`src/rtl/rtc_cal_pkg.sv`:
```
package rtc_cal_pkg;

    localparam int WORD_W = 32;
    localparam int REG_AW = 3;
    localparam int BYTE_W = 8;

    localparam logic [REG_AW-1:0] RA_CTRL  = 3'd0;
    localparam logic [REG_AW-1:0] RA_HOLD  = 3'd1;
    localparam logic [REG_AW-1:0] RA_TIME  = 3'd2;
    localparam logic [REG_AW-1:0] RA_CAL   = 3'd3;
    localparam logic [REG_AW-1:0] RA_TSNAP = 3'd4;
    localparam logic [REG_AW-1:0] RA_CSNAP = 3'd5;
    localparam logic [REG_AW-1:0] RA_LSEC  = 3'd6;

    typedef struct packed {
        logic [BYTE_W-1:0] hour;
        logic [BYTE_W-1:0] min;
        logic [BYTE_W-1:0] sec;
    } tod_t;

    typedef struct packed {
        logic [BYTE_W-1:0] year;
        logic [BYTE_W-1:0] month;
        logic [BYTE_W-1:0] mday;
        logic [3:0]        rsv;
        logic [3:0]        wday;
    } cal_t;

    function automatic logic [BYTE_W-1:0] bcd_inc(input logic [BYTE_W-1:0] v);
        if (v[3:0] == 4'd9) return {v[7:4] + 4'd1, 4'd0};
        return v + 8'd1;
    endfunction

endpackage

```
`src/rtl/rtc_lag_sync.sv`:
```
module rtc_lag_sync #(
    parameter int STAGES = 2
) (
    input  logic clk,
    input  logic rst_n,
    input  logic stb,
    input  logic d,
    output logic q
);
    logic [STAGES-1:0] sh_d, sh_q;

    generate
        if (STAGES == 1) begin : g_single
            always_comb begin
                sh_d = sh_q;
                if (stb) sh_d = d;
            end
        end else begin : g_chain
            always_comb begin
                sh_d = sh_q;
                if (stb) sh_d = {sh_q[STAGES-2:0], d};
            end
        end
    endgenerate

    always_ff @(posedge clk or negedge rst_n) begin
        if (!rst_n) sh_q <= '0;
        else        sh_q <= sh_d;
    end

    assign q = sh_q[STAGES-1];
endmodule

```
`src/rtl/rtc_date_step.sv`:
```
module rtc_date_step
    import rtc_cal_pkg::*;
(
    input  tod_t cur_tm,
    input  cal_t cur_cal,
    input  logic h24,
    output tod_t nxt_tm,
    output cal_t nxt_cal
);
    logic              sec_wrap, min_wrap, day_carry, leap, end_of_month;
    logic [4:0]        h12;
    logic [BYTE_W-1:0] yr_bin, mlen, h12_inc;

    always_comb begin
        yr_bin = ({4'd0, cur_cal.year[7:4]} << 3) + ({4'd0, cur_cal.year[7:4]} << 1)
               + {4'd0, cur_cal.year[3:0]};
        leap = (yr_bin[1:0] == 2'b00);
        case (cur_cal.month)
            8'h02:                      mlen = leap ? 8'h29 : 8'h28;
            8'h04, 8'h06, 8'h09, 8'h11: mlen = 8'h30;
            default:                    mlen = 8'h31;
        endcase
        end_of_month = (cur_cal.mday == mlen);
    end

    always_comb begin
        nxt_tm    = cur_tm;
        nxt_cal   = cur_cal;
        day_carry = 1'b0;
        h12       = cur_tm.hour[4:0];
        h12_inc   = bcd_inc({3'd0, h12});
        sec_wrap  = (cur_tm.sec == 8'h59);
        min_wrap  = (cur_tm.min == 8'h59);

        nxt_tm.sec = sec_wrap ? 8'h00 : bcd_inc(cur_tm.sec);
        if (sec_wrap) begin
            nxt_tm.min = min_wrap ? 8'h00 : bcd_inc(cur_tm.min);
            if (min_wrap) begin
                if (h24) begin
                    if (cur_tm.hour == 8'h23) begin
                        nxt_tm.hour = 8'h00;
                        day_carry   = 1'b1;
                    end else begin
                        nxt_tm.hour = bcd_inc(cur_tm.hour);
                    end
                end else begin
                    if (h12 == 5'h11) begin
                        nxt_tm.hour = {2'b00, ~cur_tm.hour[5], 5'h12};
                        day_carry   = cur_tm.hour[5];
                    end else if (h12 == 5'h12) begin
                        nxt_tm.hour = {2'b00, cur_tm.hour[5], 5'h01};
                    end else begin
                        nxt_tm.hour = {2'b00, cur_tm.hour[5], h12_inc[4:0]};
                    end
                end
            end
        end

        if (day_carry) begin
            nxt_cal.wday = (cur_cal.wday == 4'd6) ? 4'd0 : cur_cal.wday + 4'd1;
            if (end_of_month) begin
                nxt_cal.mday = 8'h01;
                if (cur_cal.month == 8'h12) begin
                    nxt_cal.month = 8'h01;
                    nxt_cal.year  = (cur_cal.year == 8'h99) ? 8'h00 : bcd_inc(cur_cal.year);
                end else begin
                    nxt_cal.month = bcd_inc(cur_cal.month);
                end
            end else begin
                nxt_cal.mday = bcd_inc(cur_cal.mday);
            end
        end
    end
endmodule

```
`src/rtl/rtc_calendar_core.sv`:
```
module rtc_calendar_core
    import rtc_cal_pkg::*;
#(
    parameter int HOLD_LAG = 2,
    parameter int EN_LAG   = 3
) (
    input  logic              clk,
    input  logic              rst_n,
    input  logic              tick_1hz,
    input  logic              slow_stb,
    input  logic              wr_en,
    input  logic [REG_AW-1:0] wr_addr,
    input  logic [WORD_W-1:0] wr_data,
    input  logic              rd_en,
    input  logic [REG_AW-1:0] rd_addr,
    output logic [WORD_W-1:0] rd_data
);
    typedef struct packed {
        logic run_en;
        logic h24;
        logic hold_req;
        tod_t tm;
        cal_t cal;
        tod_t tsnap;
        cal_t csnap;
    } core_st_t;

    localparam cal_t CAL_RST = '{year: 8'h00, month: 8'h01, mday: 8'h01, rsv: 4'h0, wday: 4'h0};
    localparam core_st_t ST_RST = '{run_en: 1'b0, h24: 1'b1, hold_req: 1'b0,
                                    tm: '0, cal: CAL_RST, tsnap: '0, csnap: CAL_RST};

    core_st_t s_d, s_q;
    logic     hold_ack, en_stat, count_ok, snap_rd;
    tod_t     step_tm;
    cal_t     step_cal;

    logic     hold_req, run_en;
    tod_t     live_tm, snap_tm;
    cal_t     live_cal;

    rtc_lag_sync #(.STAGES(HOLD_LAG)) u_hold_sync (
        .clk(clk), .rst_n(rst_n), .stb(slow_stb), .d(s_q.hold_req), .q(hold_ack)
    );

    rtc_lag_sync #(.STAGES(EN_LAG)) u_en_sync (
        .clk(clk), .rst_n(rst_n), .stb(slow_stb), .d(s_q.run_en), .q(en_stat)
    );

    rtc_date_step u_step (
        .cur_tm(s_q.tm), .cur_cal(s_q.cal), .h24(s_q.h24),
        .nxt_tm(step_tm), .nxt_cal(step_cal)
    );

    always_comb begin
        s_d      = s_q;
        count_ok = tick_1hz && s_q.run_en && en_stat && !s_q.hold_req && !hold_ack;
        snap_rd  = rd_en && ((rd_addr == RA_TSNAP) || (rd_addr == RA_CSNAP));

        if (count_ok) begin
            s_d.tm  = step_tm;
            s_d.cal = step_cal;
        end

        if (wr_en) begin
            case (wr_addr)
                RA_CTRL: begin
                    s_d.run_en = wr_data[0];
                    s_d.h24    = wr_data[1];
                end
                RA_HOLD: s_d.hold_req = wr_data[0];
                RA_TIME: if (hold_ack) s_d.tm  = wr_data[23:0];
                RA_CAL:  if (hold_ack) s_d.cal = wr_data;
                default: ;
            endcase
        end

        if (!snap_rd) begin
            s_d.tsnap = s_q.tm;
            s_d.csnap = s_q.cal;
        end
    end

    always_ff @(posedge clk or negedge rst_n) begin
        if (!rst_n) s_q <= ST_RST;
        else        s_q <= s_d;
    end

    always_comb begin
        case (rd_addr)
            RA_CTRL:  rd_data = {29'd0, en_stat, s_q.h24, s_q.run_en};
            RA_HOLD:  rd_data = {30'd0, hold_ack, s_q.hold_req};
            RA_TIME:  rd_data = {8'd0, s_q.tm};
            RA_CAL:   rd_data = s_q.cal;
            RA_TSNAP: rd_data = {8'd0, s_q.tsnap};
            RA_CSNAP: rd_data = s_q.csnap;
            RA_LSEC:  rd_data = {24'd0, s_q.tm.sec};
            default:  rd_data = '0;
        endcase
    end

    assign hold_req = s_q.hold_req;
    assign run_en   = s_q.run_en;
    assign live_tm  = s_q.tm;
    assign live_cal = s_q.cal;
    assign snap_tm  = s_q.tsnap;
endmodule

```
`config.mk`:
```
export PLATFORM = sky130hd
export DESIGN_NAME = rtc_calendar_core
export DESIGN_NICKNAME = d
export VERILOG_FILES = /design/src/rtl/rtc_cal_pkg.sv /design/src/rtl/rtc_lag_sync.sv /design/src/rtl/rtc_date_step.sv /design/src/rtl/rtc_calendar_core.sv
export SDC_FILE = /design/constraint.sdc
export NUM_CORES = 1
export LEC_CHECK = 0
export CAP_MARGIN = 20
export CORE_MARGIN = 2
export CORE_UTILIZATION = 50
export DETAILED_ROUTE_END_ITERATION = 6
export PLACE_DENSITY_LB_ADDON = 0.08
export SYNTH_ARGS = -nofsm -noshare
export SYNTH_HDL_FRONTEND = slang
export SYNTH_SLANG_ARGS = --single-unit
```
`constraint.sdc`:
```
create_clock -name clk -period 5.95 [get_ports clk]
set_input_delay 1.19 -clock clk [delete_from_list [all_inputs] [get_ports clk]]
set_output_delay 1.19 -clock clk [all_outputs]
set_load 0.005 [all_outputs]
```
==> summary.md <==
| Metric | Value |
|---|---|
| Worst Path Arrival | 3.58 ns |
| Worst r2r dst | live_cal[28] |
| Vias in the first global route | 6150 |
| Seq cells post-synth | 120 |
| Setup WS pre-CTS | approximately 1.2 ns |
| Detailed Routing Iterations Pass 1 | 5 |
| Top_reg_cell synth | dfrtp_1 |
| Full die area | 16000 um2 |
| Initial antenna violation count | 0 |
| Initial DRC count | 601 |
| Tcrit/Tclk final | 80.1% |
| ANT nets after route | 0 |
| CTS H-Tree Depth | 4 |
| Slew HR | between 30 and 40% |
| Largest net degree at the start of global routing | 76 |
| Detailed Place HPWL | ~14000 um |
| Delay-heaviest family, CP | buffers and inverters |
| Worst hold path depth | 2 |
| Worst skew pair latency | approximately 0.42 ns |
| WHS | 0.491 ns |
| Final WS setup | 1.18 ns |
| Clk root buf | clkbuf_16 |
| Routed length per instance | 20.5 um |
| CP dominant cell by count | clkdlybuf4s50_1 |
| CP max-delay cell | clkdlybuf4s50_1 |
| Reg area | 3010 um2 |
| Rows | 44 |
| Synth Warn # | 0 |
| CTS sink cnt | between 100 and 150 |
| Net Sw Frac | around a third |
| Worst Reg-to-Reg Cells | 7 |
| Setup TNS | 0 ns |
| Synth top area share | 38.4% |
| Hold/Removal Path Class | register to register |
| Critical R2R Launch | live_tm[21] |
| Clock network fraction of total power | 31.0% |
| Die Wd | ~130 um |
| Hold path start | u_hold_sync.sh_q[0] |
| RSZ-0062 raised after global routing | false |
| Largest stage delay on the critical path | between 0.8 and 0.9 ns |
| Via count | approximately 6400 |
| M2 GR Usage | 40.9% |
| Critical path required time | 4.76 ns |
| Synth Cell Area | between 7000 and 8000 um2 |
| Hold buffers post-CTS | 0 |
| Ant diodes | 0 |
| Layout cells sized above 1 | ~17% |
| Gr ovfl total | 0 |
| CTS Buf Count | 17 |
| Met1 Usage GRT | between 30% and 40% |
| Met3 Usage GRT | under 10% |
| CTS Buffer Depth | 2 |
| Vias/cell | between 6 and 7 |
| Placeable Area | approximately 15000 um2 |
| Fillers | 1232 |
| Synth top cells by count | dfrtp_1, nand2_1, mux2_2 |
| Tightest Pin Transition | 0.998 ns |
| Grt peak-use layer | met2 |
| Sequential share of power | roughly two fifths |
| Most area-hungry cell type in the Yosys netlist | dfrtp_1 |
| Utilization after layout | 61.5% |
| CTS tree | built |
| GRT Total Usage | a little over a quarter |
| Die Span Y | 126 um |
| Fmax | 0.210 GHz |
| Worst Path Max Fanout | 39 |
| Post-synth EDFFs | 0 |
| Synth area leaders | dfrtp_1, mux2_2, nand2_1, o21ai_0, ha_1 |
| Mapped Cells | 779 |
| Fin. max-slew vios | 0 |
| DRC viols | 0 |
| Final Hold Fails | 0 |
| Synthesized net count | roughly 840 |
| Synth cell types | 84 |
| Setup Skew | slightly above 0.007 ns |
| IO Pins | 76 |
| Clock-pin slew on the worst setup and hold paths | 0.05 ns |
| Crit path cell chain | clkdlybuf4s50_1 -> nor2b_2 -> buf_4 -> a221oi_1 -> a21oi_1 -> clkdlybuf4s50_1 |
| Number of gates resized after cts | 0 |
| Initial core utilization | roughly 51% |
| Most common cell in the netlist | dfrtp_1 |
| Max Cap Viol | 0 |
| Startpoint Class | primary input |
| Setup Buffers After CTS | 0 |
| Status | finished clean |
| Final #Nets | 888 |
| Pleak | approximately 0.0036 uW |
| Combined area of the multi-input logic cells | 4180 um2 |
| Net Sw Power | 1280 uW |
| Pwr Density | 413 nW/um2 |
| Setup violators final | 0 |
| Peak supply drop | ~250 uV |
| Final worst path period need | around 4.8 ns |
| Critical path type | primary input to output pin |
| Reg-to-reg slack, setup | between 2 and 3 ns |
| Avg Cell Area, Syn | 9.63 um2 |
| Critical Path Sink Type | output pin |
| Area Overhead vs Synth | 19.6% |
| GP Congestion | between 0.8 and 0.9 |
| Cell-internal power | 2430 uW |
| Logic gate share of total power | between 20% and 30% |
| Hold Crit Endpoint | u_hold_sync.sh_q[1] |
| Async set or reset register ratio after synthesis | between 90% and 100% |
| First-pass GRT wire length | between 30000 and 40000 um |
| Seq/Total Area, Yosys | about two fifths |
| Crit path buf inv count | 3 |
| Port bufs | 75 |
| Final wirelength | between 20000 and 25000 um |
registers in the layout, summed over array words and instances, names as in the netlist:
signal and flops:
u_en_sync.sh_q 3, u_hold_sync.sh_q 2, run_en 1, live_cal 32, live_tm 24, hold_req 1, s_q 57
routing by layer:
metal | vias up | share of wire (%)
met5 | - | 0
met4 | 0 | 1.3
met3 | 20 | 5.4
met2 | 180 | 47
met1 | 3195 | 47
li1 | 2966 | -
cells by family after synthesis:
family / Yosys count / share of synthesized area (%)
buf+inv: 74 / 4.24
fa+ha+maj: 21 / 3.50
compound gates: 219 / 20.2
simple gates: 249 / 18.0
flops: 120 / 40.1
xor+xnor: 18 / 2.10
mux: 78 / 11.8
power by group through the flow:
stage | logic [uW] | clock network (uW) | registers, uW
after floorplan | 837 | 0 | 1330
after global placement | 953 | 0 | 1540
after detailed placement | 990 | 0 | 1550
after CTS | 1000 | 1160 | 1540
after global routing | 1120 | 1200 | 1600
final | 1000 | 1150 | 1550
layout make-up:
type / instances / share of cell area (%)
multi-input cells: 585 / 46.6
flip-flops and latches: 120 / 33.5
repair buffers: 84 / 9.26
clock buffers: 19 / 4.94
well taps: 184 / 2.57
clock inverters: 13 / 2.43
inverters: 15 / 0.628
worst max path at each step:
stage          startpoint     endpoint  cells past startpoint
2_1_floorplan  rd_addr[2]  rd_data[14]                      6
3_3_place_gp   rd_addr[1]  rd_data[23]                      6
3_5_place_dp   rd_addr[1]  rd_data[23]                      6
4_1_cts        rd_addr[1]  rd_data[23]                      6
5_1_grt        rd_addr[1]  rd_data[23]                      6
6_report       rd_addr[1]  rd_data[16]                      6
worst reg2reg max path, stage by stage (launching register included):
cell and delay, ns:
dfrtp_1 0.60, ha_1 0.24, nor4bb_1 0.37, a41oi_1 0.24, or3_1 0.67, a211oi_4 0.62
o22ai_1 0.18, a211o_1 0.33
placed cells by master (no fill, tap or decap), types with 7 or more instances in the layout:
| cell | n |
|---|---|
| nor3_1 | 9 |
| o21ai_0 | 58 |
| nor3b_1 | 8 |
| xnor2_1 | 15 |
| nand3_1 | 12 |
| a21oi_1 | 46 |
| buf_4 | 9 |
| nor2b_1 | 22 |
| clkdlybuf4s50_1 | 73 |
| a221oi_1 | 15 |
| and3_1 | 12 |
| mux2_2 | 65 |
| clkbuf_16 | 17 |
| dfrtp_1 | 115 |
| ha_1 | 21 |
| mux2i_1 | 11 |
| o21ai_1 | 7 |
| inv_1 | 15 |
| nand2_1 | 90 |
| nand2b_1 | 10 |
| nor2_1 | 30 |
| a31oi_1 | 11 |
| a22oi_1 | 26 |
through the flow:
step	std cells	power (uW)	cell area (um2)
2_1_floorplan	779	2160	7500
3_3_place_gp	987	2490	8280
3_5_place_dp	987	2540	8280
4_1_cts	1019	3700	8940
5_1_grt	1020	3920	8970
6_report	1020	3710	8970
(Power assumes the default switching activity.)
